**config.mk**
```make
export PLATFORM = sky130hd
export DESIGN_NAME = ppage_validator
export DESIGN_NICKNAME = d
export VERILOG_FILES = /design/src/rtl/ppv_pkg.sv /design/src/rtl/ppv_crc16.sv /design/src/rtl/ppv_sig_vote.sv /design/src/rtl/ppv_le_field.sv /design/src/rtl/ppage_validator.sv
export SDC_FILE = /design/constraint.sdc
export NUM_CORES = 1
export LEC_CHECK = 0
export ABC_CLOCK_PERIOD_IN_PS = 3740
export BUFFER_PORTS_ARGS = -buffer_cell sky130_fd_sc_hd__buf_2
export CAP_MARGIN = 20
export CORE_UTILIZATION = 58
export CTS_CLUSTER_DIAMETER = 60
export DETAILED_ROUTE_END_ITERATION = 12
export GPL_TIMING_DRIVEN = 0
export PLACE_DENSITY = 0.9
export SKIP_CTS_REPAIR_TIMING = 1
export SLEW_MARGIN = 10
export SYNTH_ARGS = -nofsm -noshare
export SYNTH_HDL_FRONTEND = slang
export SYNTH_SLANG_ARGS = --single-unit
export TNS_END_PERCENT = 100
```
**constraint.sdc**
```tcl
create_clock -name clk -period 3.74 [get_ports clk]
set_input_delay 0.561 -clock clk [delete_from_list [all_inputs] [get_ports clk]]
set_output_delay 0.561 -clock clk [all_outputs]
set_load 0.005 [all_outputs]
```
**src/rtl/ppv_pkg.sv**
```systemverilog
// Package: shared constants and helpers for the parameter page validator.
// Assumes byte-serial input and pages of at most 256 bytes.
package ppv_pkg;

    localparam logic [15:0] PPV_CRC_SEED = 16'h4F4E;
    localparam logic [15:0] PPV_CRC_POLY = 16'h8005;
    localparam int          PPV_SIG_LEN  = 4;

    // Byte offsets of the decoded fields (device layout, behaviour-relevant)
    localparam int OFS_PAGE_BYTES  = 80;
    localparam int OFS_SPARE_BYTES = 84;
    localparam int OFS_PAGES_BLK   = 92;
    localparam int OFS_BLKS_LUN    = 96;
    localparam int OFS_LUNS        = 100;
    localparam int OFS_ADDR_CYC    = 101;

    // One CRC-16 byte step, MSB-first: XOR into the top byte, then eight shifts
    function automatic logic [15:0] crc16_step(input logic [15:0] cur,
                                               input logic [7:0]  din,
                                               input logic [15:0] poly);
        logic [15:0] c;
        c = cur ^ {din, 8'h00};
        for (int b = 0; b < 8; b++) begin
            if (c[15]) c = {c[14:0], 1'b0} ^ poly;
            else       c = {c[14:0], 1'b0};
        end
        return c;
    endfunction

    // Expected signature character at position 0..3
    function automatic logic [7:0] sig_char(input logic [1:0] pos);
        case (pos)
            2'd0:    return 8'h4F;
            2'd1:    return 8'h4E;
            2'd2:    return 8'h46;
            default: return 8'h49;
        endcase
    endfunction

endpackage

```
**src/rtl/ppv_crc16.sv**
```systemverilog
// Module: streaming CRC-16 over the covered bytes of one page copy.
// Assumes: init and en are never needed in the same cycle with different
// intent; init wins and reloads the seed.
module ppv_crc16 #(
    parameter logic [15:0] SEED = ppv_pkg::PPV_CRC_SEED,
    parameter logic [15:0] POLY = ppv_pkg::PPV_CRC_POLY
) (
    input  logic        clk,
    input  logic        rst_n,
    input  logic        init,
    input  logic        en,
    input  logic [7:0]  din,
    output logic [15:0] crc
);
    logic [15:0] crc_q;

    // Purpose: reseed on init, fold one byte in when enabled
    always_ff @(posedge clk) begin
        if (!rst_n)    crc_q <= SEED;
        else if (init) crc_q <= SEED;
        else if (en)   crc_q <= ppv_pkg::crc16_step(crc_q, din, POLY);
    end

    assign crc = crc_q;


    crc_hold_chk: assert property (@(posedge clk) disable iff (!rst_n)
        (!init && !en) |=> $stable(crc_q));

endmodule

```
**src/rtl/ppv_sig_vote.sv**
```systemverilog
// Module: counts how many of the four signature positions hold the expected
// character and reports whether the count reaches the vote threshold.
// Assumes idx is the byte position within the current copy.
module ppv_sig_vote #(
    parameter int IDX_W   = 8,
    parameter int SIG_MIN = 2
) (
    input  logic             clk,
    input  logic             rst_n,
    input  logic             clear,
    input  logic             en,
    input  logic [IDX_W-1:0] idx,
    input  logic [7:0]       din,
    output logic             pass
);
    localparam int          CNT_W   = $clog2(ppv_pkg::PPV_SIG_LEN + 1);
    localparam logic [IDX_W-1:0] SIG_END = IDX_W'(ppv_pkg::PPV_SIG_LEN);

    logic [CNT_W-1:0] cnt_q;
    logic             hit;

    // Purpose: decide whether the present byte is a matching signature byte
    always_comb begin
        hit = en && (idx < SIG_END) && (din == ppv_pkg::sig_char(idx[1:0]));
    end

    // Purpose: accumulate matches for the current copy
    always_ff @(posedge clk) begin
        if (!rst_n)     cnt_q <= '0;
        else if (clear) cnt_q <= '0;
        else if (hit)   cnt_q <= cnt_q + 1'b1;
    end

    assign pass = (cnt_q >= CNT_W'(SIG_MIN));


    sig_step_chk: assert property (@(posedge clk) disable iff (!rst_n)
        (cnt_q != $past(cnt_q)) |-> (cnt_q == '0 || cnt_q == $past(cnt_q) + 1'b1));

endmodule

```
**src/rtl/ppv_le_field.sv**
```systemverilog
// Module: captures a little-endian field of NBYTES bytes starting at OFFSET
// within the current copy. Lane k takes the byte at position OFFSET+k.
// Assumes OFFSET+NBYTES fits in the index range.
module ppv_le_field #(
    parameter int IDX_W  = 8,
    parameter int OFFSET = 0,
    parameter int NBYTES = 4
) (
    input  logic                  clk,
    input  logic                  rst_n,
    input  logic                  en,
    input  logic [IDX_W-1:0]      idx,
    input  logic [7:0]            din,
    output logic [8*NBYTES-1:0]   value
);
    logic [7:0] lane_q [NBYTES];

    for (genvar k = 0; k < NBYTES; k++) begin : g_lane
        localparam logic [IDX_W-1:0] LANE_IDX = IDX_W'(OFFSET + k);
        // Purpose: latch this lane's byte when its position passes
        always_ff @(posedge clk) begin
            if (!rst_n)                     lane_q[k] <= '0;
            else if (en && idx == LANE_IDX) lane_q[k] <= din;
        end
    end

    // Purpose: assemble lanes, lowest address in the least significant byte
    always_comb begin
        for (int k = 0; k < NBYTES; k++) value[8*k +: 8] = lane_q[k];
    end

endmodule

```
**src/rtl/ppage_validator.sv**
```systemverilog
// Module: top of the parameter page validator. Walks up to MAX_COPIES
// copies, votes on the signature, checks the CRC, and publishes the geometry
// of the first copy that passes both. Assumes the byte stream begins at byte 0
// of copy 0 after start, and that copies follow one another with no filler.
module ppage_validator #(
    parameter int          PAGE_BYTES = 256,
    parameter int          MAX_COPIES = 3,
    parameter int          SIG_MIN    = 2,
    parameter logic [15:0] CRC_SEED   = ppv_pkg::PPV_CRC_SEED,
    parameter logic [15:0] CRC_POLY   = ppv_pkg::PPV_CRC_POLY
) (
    input  logic        clk,
    input  logic        rst_n,
    input  logic        start,
    input  logic        byte_valid,
    input  logic [7:0]  byte_data,
    output logic        param_valid,
    output logic        param_fail,
    output logic [1:0]  accepted_copy,
    output logic [31:0] bytes_per_page,
    output logic [15:0] spare_bytes_per_page,
    output logic [31:0] pages_per_block,
    output logic [31:0] blocks_per_lun,
    output logic [7:0]  lun_count,
    output logic [3:0]  col_addr_cycles,
    output logic [3:0]  row_addr_cycles
);
    localparam int               IDX_W    = $clog2(PAGE_BYTES);
    localparam int               COPY_W   = 2;
    localparam logic [IDX_W-1:0] IDX_LAST = IDX_W'(PAGE_BYTES - 1);
    localparam logic [IDX_W-1:0] IDX_CLO  = IDX_W'(PAGE_BYTES - 2);
    localparam logic [COPY_W-1:0] COPY_LAST = COPY_W'(MAX_COPIES - 1);

    logic              busy_q;
    logic [IDX_W-1:0]  idx_q;
    logic [COPY_W-1:0] copy_q;
    logic [7:0]        stored_lo_q;
    logic              ok_q, fail_q;
    logic              accept, last_byte, crc_en, crc_match, sig_pass, copy_ok;
    logic              next_copy, reseed;
    logic [15:0]       crc_val;

    logic [31:0] f_page_bytes, f_pages_blk, f_blks_lun;
    logic [15:0] f_spare;
    logic [7:0]  f_luns, f_acyc;

    // Purpose: qualify bytes and derive per-copy control strobes
    always_comb begin
        accept    = busy_q && byte_valid && !start;
        last_byte = accept && (idx_q == IDX_LAST);
        crc_en    = accept && (idx_q < IDX_CLO);
        crc_match = (crc_val == {byte_data, stored_lo_q});
        copy_ok   = crc_match && sig_pass;
        next_copy = last_byte && !copy_ok && (copy_q != COPY_LAST);
        reseed    = start || next_copy;
    end

    ppv_crc16 #(.SEED(CRC_SEED), .POLY(CRC_POLY)) u_crc (
        .clk(clk), .rst_n(rst_n), .init(reseed), .en(crc_en),
        .din(byte_data), .crc(crc_val)
    );

    ppv_sig_vote #(.IDX_W(IDX_W), .SIG_MIN(SIG_MIN)) u_sig (
        .clk(clk), .rst_n(rst_n), .clear(reseed), .en(accept),
        .idx(idx_q), .din(byte_data), .pass(sig_pass)
    );

    ppv_le_field #(.IDX_W(IDX_W), .OFFSET(ppv_pkg::OFS_PAGE_BYTES), .NBYTES(4)) u_f_pb (
        .clk(clk), .rst_n(rst_n), .en(accept), .idx(idx_q), .din(byte_data), .value(f_page_bytes));
    ppv_le_field #(.IDX_W(IDX_W), .OFFSET(ppv_pkg::OFS_SPARE_BYTES), .NBYTES(2)) u_f_sp (
        .clk(clk), .rst_n(rst_n), .en(accept), .idx(idx_q), .din(byte_data), .value(f_spare));
    ppv_le_field #(.IDX_W(IDX_W), .OFFSET(ppv_pkg::OFS_PAGES_BLK), .NBYTES(4)) u_f_ppb (
        .clk(clk), .rst_n(rst_n), .en(accept), .idx(idx_q), .din(byte_data), .value(f_pages_blk));
    ppv_le_field #(.IDX_W(IDX_W), .OFFSET(ppv_pkg::OFS_BLKS_LUN), .NBYTES(4)) u_f_bpl (
        .clk(clk), .rst_n(rst_n), .en(accept), .idx(idx_q), .din(byte_data), .value(f_blks_lun));
    ppv_le_field #(.IDX_W(IDX_W), .OFFSET(ppv_pkg::OFS_LUNS), .NBYTES(1)) u_f_lun (
        .clk(clk), .rst_n(rst_n), .en(accept), .idx(idx_q), .din(byte_data), .value(f_luns));
    ppv_le_field #(.IDX_W(IDX_W), .OFFSET(ppv_pkg::OFS_ADDR_CYC), .NBYTES(1)) u_f_ac (
        .clk(clk), .rst_n(rst_n), .en(accept), .idx(idx_q), .din(byte_data), .value(f_acyc));

    // Purpose: hold the low half of the stored checksum until the high half arrives
    always_ff @(posedge clk) begin
        if (!rst_n)                              stored_lo_q <= '0;
        else if (accept && idx_q == IDX_CLO)     stored_lo_q <= byte_data;
    end

    // Purpose: sequence byte position, copy retries and the verdict pulses
    always_ff @(posedge clk) begin
        if (!rst_n) begin
            busy_q <= 1'b0;
            idx_q  <= '0;
            copy_q <= '0;
            ok_q   <= 1'b0;
            fail_q <= 1'b0;
        end else begin
            ok_q   <= 1'b0;
            fail_q <= 1'b0;
            if (start) begin
                busy_q <= 1'b1;
                idx_q  <= '0;
                copy_q <= '0;
            end else if (accept) begin
                if (last_byte) begin
                    idx_q <= '0;
                    if (copy_ok) begin
                        busy_q <= 1'b0;
                        ok_q   <= 1'b1;
                    end else if (copy_q == COPY_LAST) begin
                        busy_q <= 1'b0;
                        fail_q <= 1'b1;
                    end else begin
                        copy_q <= copy_q + 1'b1;
                    end
                end else begin
                    idx_q <= idx_q + 1'b1;
                end
            end
        end
    end

    // Purpose: publish the geometry of an accepted copy only
    always_ff @(posedge clk) begin
        if (!rst_n) begin
            accepted_copy        <= '0;
            bytes_per_page       <= '0;
            spare_bytes_per_page <= '0;
            pages_per_block      <= '0;
            blocks_per_lun       <= '0;
            lun_count            <= '0;
            col_addr_cycles      <= '0;
            row_addr_cycles      <= '0;
        end else if (!start && last_byte && copy_ok) begin
            accepted_copy        <= copy_q;
            bytes_per_page       <= f_page_bytes;
            spare_bytes_per_page <= f_spare;
            pages_per_block      <= f_pages_blk;
            blocks_per_lun       <= f_blks_lun;
            lun_count            <= f_luns;
            col_addr_cycles      <= f_acyc[7:4];
            row_addr_cycles      <= f_acyc[3:0];
        end
    end

    assign param_valid = ok_q;
    assign param_fail  = fail_q;


    result_excl_chk: assert property (@(posedge clk) disable iff (!rst_n)
        !(param_valid && param_fail));


    fail_last_copy_chk: assert property (@(posedge clk) disable iff (!rst_n)
        param_fail |-> ($past(copy_q) == COPY_LAST && $past(byte_valid)));


    copy_bound_chk: assert property (@(posedge clk) disable iff (!rst_n)
        copy_q <= COPY_LAST);


    geom_update_chk: assert property (@(posedge clk) disable iff (!rst_n)
        !$stable({bytes_per_page, spare_bytes_per_page, pages_per_block,
                  blocks_per_lun, lun_count, col_addr_cycles, row_addr_cycles,
                  accepted_copy}) |-> param_valid);


    valid_after_byte_chk: assert property (@(posedge clk) disable iff (!rst_n)
        param_valid |-> ($past(byte_valid) && !$past(start)));


    idle_no_pulse_chk: assert property (@(posedge clk) disable iff (!rst_n)
        !busy_q |=> !(param_valid || param_fail));

endmodule

```
Word-level counts from Yosys, hierarchy flattened

Memory sizes are Yosys's and may differ from the RTL's. A register that Yosys moved wholly into a read port is not among the register bits.
Cells that the tools add are included.

Memories: 6
Bits in writable memories: 128
Logic and storage cells: 237
ROM bits: 0
Input bits: 12
Bits in registers: 42
Latch bits: 0

Memory list:

| name           | words | width | read ports | clocked after Yosys merged registers in | write ports | line               | text |
|---|---|---|---|---|---|---|---|
| u_f_bpl.lane_q | 4     | 8     | 4          | 4                                       | 4           | ppv_le_field.sv:16 | `logic [7:0] lane_q [NBYTES];` |
| u_f_pb.lane_q  | 4     | 8     | 4          | 4                                       | 4           | ppv_le_field.sv:16 |  |
| u_f_ppb.lane_q | 4     | 8     | 4          | 4                                       | 4           | ppv_le_field.sv:16 |  |
| u_f_sp.lane_q  | 2     | 8     | 2          | 2                                       | 2           | ppv_le_field.sv:16 |  |
| u_f_ac.lane_q  | 1     | 8     | 1          | 1                                       | 1           | ppv_le_field.sv:16 |  |
| u_f_lun.lane_q | 1     | 8     | 1          | 1                                       | 1           | ppv_le_field.sv:16 |  |

Reductions and logical operators: 59
Add/sub/neg operators: 3
Shifts and indexed selects: 0
Bitwise operators: 28
Multipliers: 0
Mux-type cells: 105
Order comparisons: 3
Divide/modulo/power cells: 0
Equality and inequality tests: 24

Operators with widths:

| cell                                               | number |
|---|---|
| two-way mux 16 bit                                 | 29 |
| two-way mux 8 bit                                  | 17 |
| == test 8 x 7 -> 1 bit, second input constant      | 16 |
| two-way mux 1 bit                                  | 58 |
| logical AND 1 bit                                  | 28 |
| NOT 3 bit                                          | 8 |
| logical NOT 1 bit                                  | 18 |
| == test 16 bit                                     | 1 |
| == test 8 bit, second input constant               | 2 |
| OR reduction 8 bit                                 | 2 |
| bitwise XOR 16 bit                                 | 1 |
| bitwise OR 1 bit                                   | 14 |
| case mux 4 bit (3 select lines)                    | 1 |
| adder 8 x 1 -> 8 bit, second input constant        | 1 |
| == test 8 x 7 -> 1 bit                             | 1 |
| < comparator 8 x 3 -> 1 bit, second input constant | 1 |
| < comparator 8 bit, second input constant          | 1 |
| NOT 1 bit                                          | 5 |
| OR reduction 5 bit                                 | 1 |
| == test 2 bit, second input constant               | 2 |
| AND reduction 4 bit                                | 1 |
| nonzero test 2 bit                                 | 2 |
| OR reduction 2 bit                                 | 2 |
| OR reduction 4 bit                                 | 1 |
| 9 further kinds                                    | 9 |

Logic depth before layout (Yosys ltp)

Depth after elaboration: 40
Depth in mapped cells: 12
Gate-level depth less buffers: 8

By module

A second synthesis with hierarchy kept.

Cell total of the unflattened synthesis: 1,237
Area, all modules: 13,247.7 µm²

Modules (own cells, without submodules):

| module                  | instances | seq. area each (µm²) | cells each | area an instance (µm²) |
|---|---|---|---|---|
| ppage_validator         | 1         | 3,022.9              | 732        | 6,342.3 |
| ppv_le_field at u_f_bpl | 1         | 960.9                | 92         | 1,508.9 |
| ppv_le_field at u_f_ppb | 1         | 960.9                | 91         | 1,378.8 |
| ppv_le_field at u_f_pb  | 1         | 960.9                | 92         | 1,348.8 |
| ppv_crc16               | 1         | 320.3                | 83         | 783.3 |
| ppv_le_field at u_f_sp  | 1         | 480.5                | 52         | 772.0 |
| ppv_le_field at u_f_ac  | 1         | 240.2                | 31         | 407.9 |
| ppv_le_field at u_f_lun | 1         | 240.2                | 32         | 404.1 |
| ppv_sig_vote            | 1         | 60.1                 | 32         | 301.5 |

Worst setup path before layout

No wires, ideal clock.

Kind: input-to-reg
Start point: in byte_data[3]
End point: reg blocks_per_lun[17], read port of u_f_bpl.lane_q
Stages on the path: 12
Arrival time: 2.792 ns
Buffers on the path: 4
Setup slack: 0.873 ns
Cells stage by stage: clkbuf_1 -> xnor2_1 -> ha_1 -> o2111ai_1 -> or3_1 -> nor3_1 -> and2_1 -> buf_2 -> buf_2 -> buf_2 -> nand2_1 -> a21boi_0

Word-level cells in the longest chain between the ends: 3

Ends and longest elaborated chain:

| what              | line                   | text |
|---|---|---|
| start, declared   | ppage_validator.sv:16  | `input logic [7:0] byte_data,` |
| == test 16 bit    | ppage_validator.sv:52  | `crc_match = (crc_val == {byte_data, stored_lo_q});` |
| logical AND 1 bit | ppage_validator.sv:53  | `copy_ok = crc_match && sig_pass;` |
| logical AND 1 bit | ppage_validator.sv:132 | `end else if (!start && last_byte && copy_ok) begin` |
| end, declared     | ppage_validator.sv:23  | `output logic [31:0] blocks_per_lun,` |

Every way passes these cells.
A chain may end at the register's enable or synchronous reset.

Worst setup path in the final report

Start point: in byte_data[3]
End point: reg row_addr_cycles[3], read port of u_f_ac.lane_q

Word-level cells in the longest chain between the ends: 3

Ends and longest elaborated chain:

| what              | line                   | text |
|---|---|---|
| == test 16 bit    | ppage_validator.sv:52  |  |
| logical AND 1 bit | ppage_validator.sv:53  |  |
| logical AND 1 bit | ppage_validator.sv:132 |  |
| end, declared     | ppage_validator.sv:26  | `output logic [3:0] row_addr_cycles` |

Every way passes these cells.

==> summary.md <==
| Metric | Value |
|---|---|
| Post-synth EDFFs | `128` |
| Post-Syn Instances | `1122` |
| Final nets | `1319` |
| Worst Path Arrival | `3.84 ns` |
| Gp weighted congestion | `0.967` |
| Pre-antenna DRT Iters | `5` |
| Rows | `51` |
| Most used flip-flop cell after synthesis | `dfxtp_1` |
| Largest net degree at the start of global routing | `16` |
| Sequential-to-total area share from yosys stat | `0.611` |
| PnR worst setup slack | `0.338 ns` |
| Crit Path Class | `primary input to flop` |
| Largest cells by area after synthesis | `edfxtp_1, dfxtp_1, nand2_1, a21boi_1, and2_1` |
| Chip height | `145 microns` |
| Clock Tree Buf Depth | `3` |
| Worst-case reg-to-reg path depth | `11` |
| Fin crit period | `3.40 ns` |
| Post-Synthesis Net Count | `1144` |
| Total track usage | `0.281` |
| Vias in the first global route | `8935` |
| Routing usage on met3 | `0.0425` |
| Vias/cell | `5.62` |
| Slew at the pin closest to its max-slew limit | `0.933 ns` |
| # diodes | `0` |
| Synth top area share | `0.324` |
| Initial antenna violation count | `0` |
| Cell taking the most area after synthesis | `edfxtp_1` |
| Power Total | `0.00641 W` |
| Setup Skew | `0.0188 ns` |
| VDD IR-drop max | `351 uV` |
| Critical path peak fanout | `10` |
| GR met1 Demand/Resource | `0.343` |
| Via count | `8915` |
| Asr flop ratio synth | `0` |
| I/O pin cnt | `144` |
| I/O Buffers | `137` |
| Met2 usage | `0.479` |
| Cells after DPL | `1528` |
| # H-tree levels | `1` |
| Max Slew Vio Count | `0` |
| Die area | `21000 sq um` |
| Clock sink count | `298` |
| Post-Layout Cell Count | `1585` |
| WL final | `29600 microns` |
| Slew HR | `0.374` |
| Width of the chip | `145 microns` |
| Mapped cell area | `11900 sq um` |
| WP data required | `4.18 ns` |
| Final Hold Fails | `0` |
| Fmax achieved | `294 MHz` |
| GRT Residual Overflow | `0` |
| Register bit total from synthesis | `298` |
| Max-cap violation count | `0` |
| Crit end category | `flop` |
| P&R area growth vs syn | `16.3%` |
| Period Utilization, post-route | `0.910` |
| Clock Root Buffer | `clkbuf_16` |
| Library cells used by synthesis | `37` |
| Final antenna-violating net count | `0` |
| Clock slew at reported path FFs | `0.07 ns` |
| Worst skew pair latency | `0.54 ns` |
| Syn avg cell area | `10.6 sq um` |
| Outcome | `finished, final reports clean` |
| CTS tree | `done` |
| P_leak | `5.44 nW` |
| Drt wl/cell | `18.7 microns` |
| Initial core utilization | `0.601` |
| First-pass GRT wire length | `46500 microns` |
| Drt initial violations | `941` |
| Critical path launch point type | `primary input` |
| Num CTS Buffers | `29` |
| Number of remaining DRC errors | `0` |
| Unrepaired setup endpoints after global routing | `no` |
| Global route hottest layer | `met2` |
| Pwr/cell area | `465 nW/um^2` |
| Pre-CTS WS | `-0.0899 ns` |
| Core ar. | `19700 sq um` |
| HPWL Detailed | `19800 microns` |
| Final Setup Violations | `0` |
| Min-delay worst type | `primary input to flop` |
| Worst Hold Depth | `3` |
| Ratio of cells with drive above 1 in the final layout | `0.165` |
| Yosys warns | `0` |
==> power breakdown <==
part           switching [W]  leakage [nW]  internal (W)  total [W]
Combinational       0.000146          2.43     0.0000761   0.000222
Sequential         0.0000287          2.58       0.00346    0.00349
Clock                0.00121         0.431       0.00150    0.00270
Total                0.00138          5.44       0.00503    0.00641
==> synth_stat cells (all sizes together), types with 5 or more instances <==
library cell / count
edfxtp: 128
inv: 7
nor2b: 11
xor2: 8
and2: 101
o21ai: 14
buf: 31
a21boi: 130
mux2i: 9
a21oi: 8
ha: 10
nand3: 9
nor2: 29
and3: 45
dfxtp: 170
nor3: 5
xnor2: 27
nand2: 303
clkbuf: 48
==> per-stage QoR <==
step	area [sq um]	hold slack [ns]	util	setup TNS (ns)
6_report	13800	0.341	0.699	0
5_1_grt	13800	0.375	0.699	0
4_1_cts	13800	0.323	0.698	0
3_5_place_dp	12900	0.438	0.654	-0.572
3_3_place_gp	12900	0.436	0.653	0
2_1_floorplan	11900	0.447	-	0
==> area by class of cell <==
class / count / area [sq um]
inverters: 7 / 26.3
well taps: 265 / 332
flip-flops and latches: 298 / 7250
clock buffers: 41 / 801
repair buffers: 144 / 721
multi-input cells: 738 / 4180
plain buffers: 79 / 399
fillers: 1338 / 5940
clock inverters: 13 / 75.1
==> layer usage <==
metal / routed length, microns / share of wire
met3: 2530 / 0.086
met1: 11100 / 0.37
met4: 1400 / 0.047
met5: 0 / 0
met2: 14600 / 0.49
==> placed cells by master (no fill, tap or decap), types with 4 or more instances in the layout <==
master	n
o211ai_1	4
buf_6	10
nand2_1	303
a21oi_1	8
clkbuf_16	29
xnor2_1	27
nor2_1	29
nor3_1	5
edfxtp_1	128
inv_1	7
nand4_1	4
o21ai_0	8
o21ai_1	6
nand2b_1	4
and2_1	101
clkbuf_1	57
clkinv_2	6
a21boi_1	90
and3_1	45
a21boi_0	40
buf_2	163
ha_1	10
mux2i_1	9
nand3_1	8
a211oi_1	4
xor2_1	8
dfxtp_1	170
nor2b_1	11
==> state kept, by name, summed over array words and instances, names as in the netlist, 16 cells and up <==
name,cells
blocks_per_lun,32
bytes_per_page,32
pages_per_block,32
spare_bytes_per_page,16
u_crc.crc,16
u_f_bpl.lane_q,32
u_f_pb.lane_q,32
u_f_ppb.lane_q,32
u_f_sp.lane_q,16
==> worst max-delay path, stage by stage <==
cell       delay [ns]
clkbuf_1         0.55
xnor2_1          0.31
ha_1             0.23
o2111ai_1        0.13
or3_1            0.40
nor3_1           0.38
and2_1           0.18
buf_2            0.17
buf_2            0.29
buf_2            0.29
nand2_1          0.09
a21boi_0         0.24
==> worst paths after layout <==
kind / from / endpoint / slack (ns)
hold reg to reg: pages_per_block[18]$_SDFFE_PN0P_ / pages_per_block[18]$_SDFFE_PN0P_ / 0.45
setup / recovery: byte_data[3] / row_addr_cycles[3]$_SDFFE_PN0P_ / 0.34
setup reg to reg: u_crc.crc[11]$_SDFFE_PP1P_ / row_addr_cycles[3]$_SDFFE_PN0P_ / 0.54
hold / removal: byte_valid / idx_q[1]$_SDFFE_PP0P_ / 0.34
==> kinds of logic (layout without fill, tap and decap cells) <==
kind of cell | Yosys count | after routing | share of synthesized area
AO/OA/AOI/OAI | 161 | 161 | 0.0974
XOR/XNOR | 38 | 38 | 0.0316
adder cells (fa/ha/maj) | 10 | 10 | 0.0106
buffers and inverters | 86 | 284 | 0.0359
flip-flops | 298 | 298 | 0.611
multiplexers | 9 | 9 | 0.00760
AND/OR/NAND/NOR | 520 | 520 | 0.205
(Power assumes the default switching activity.)
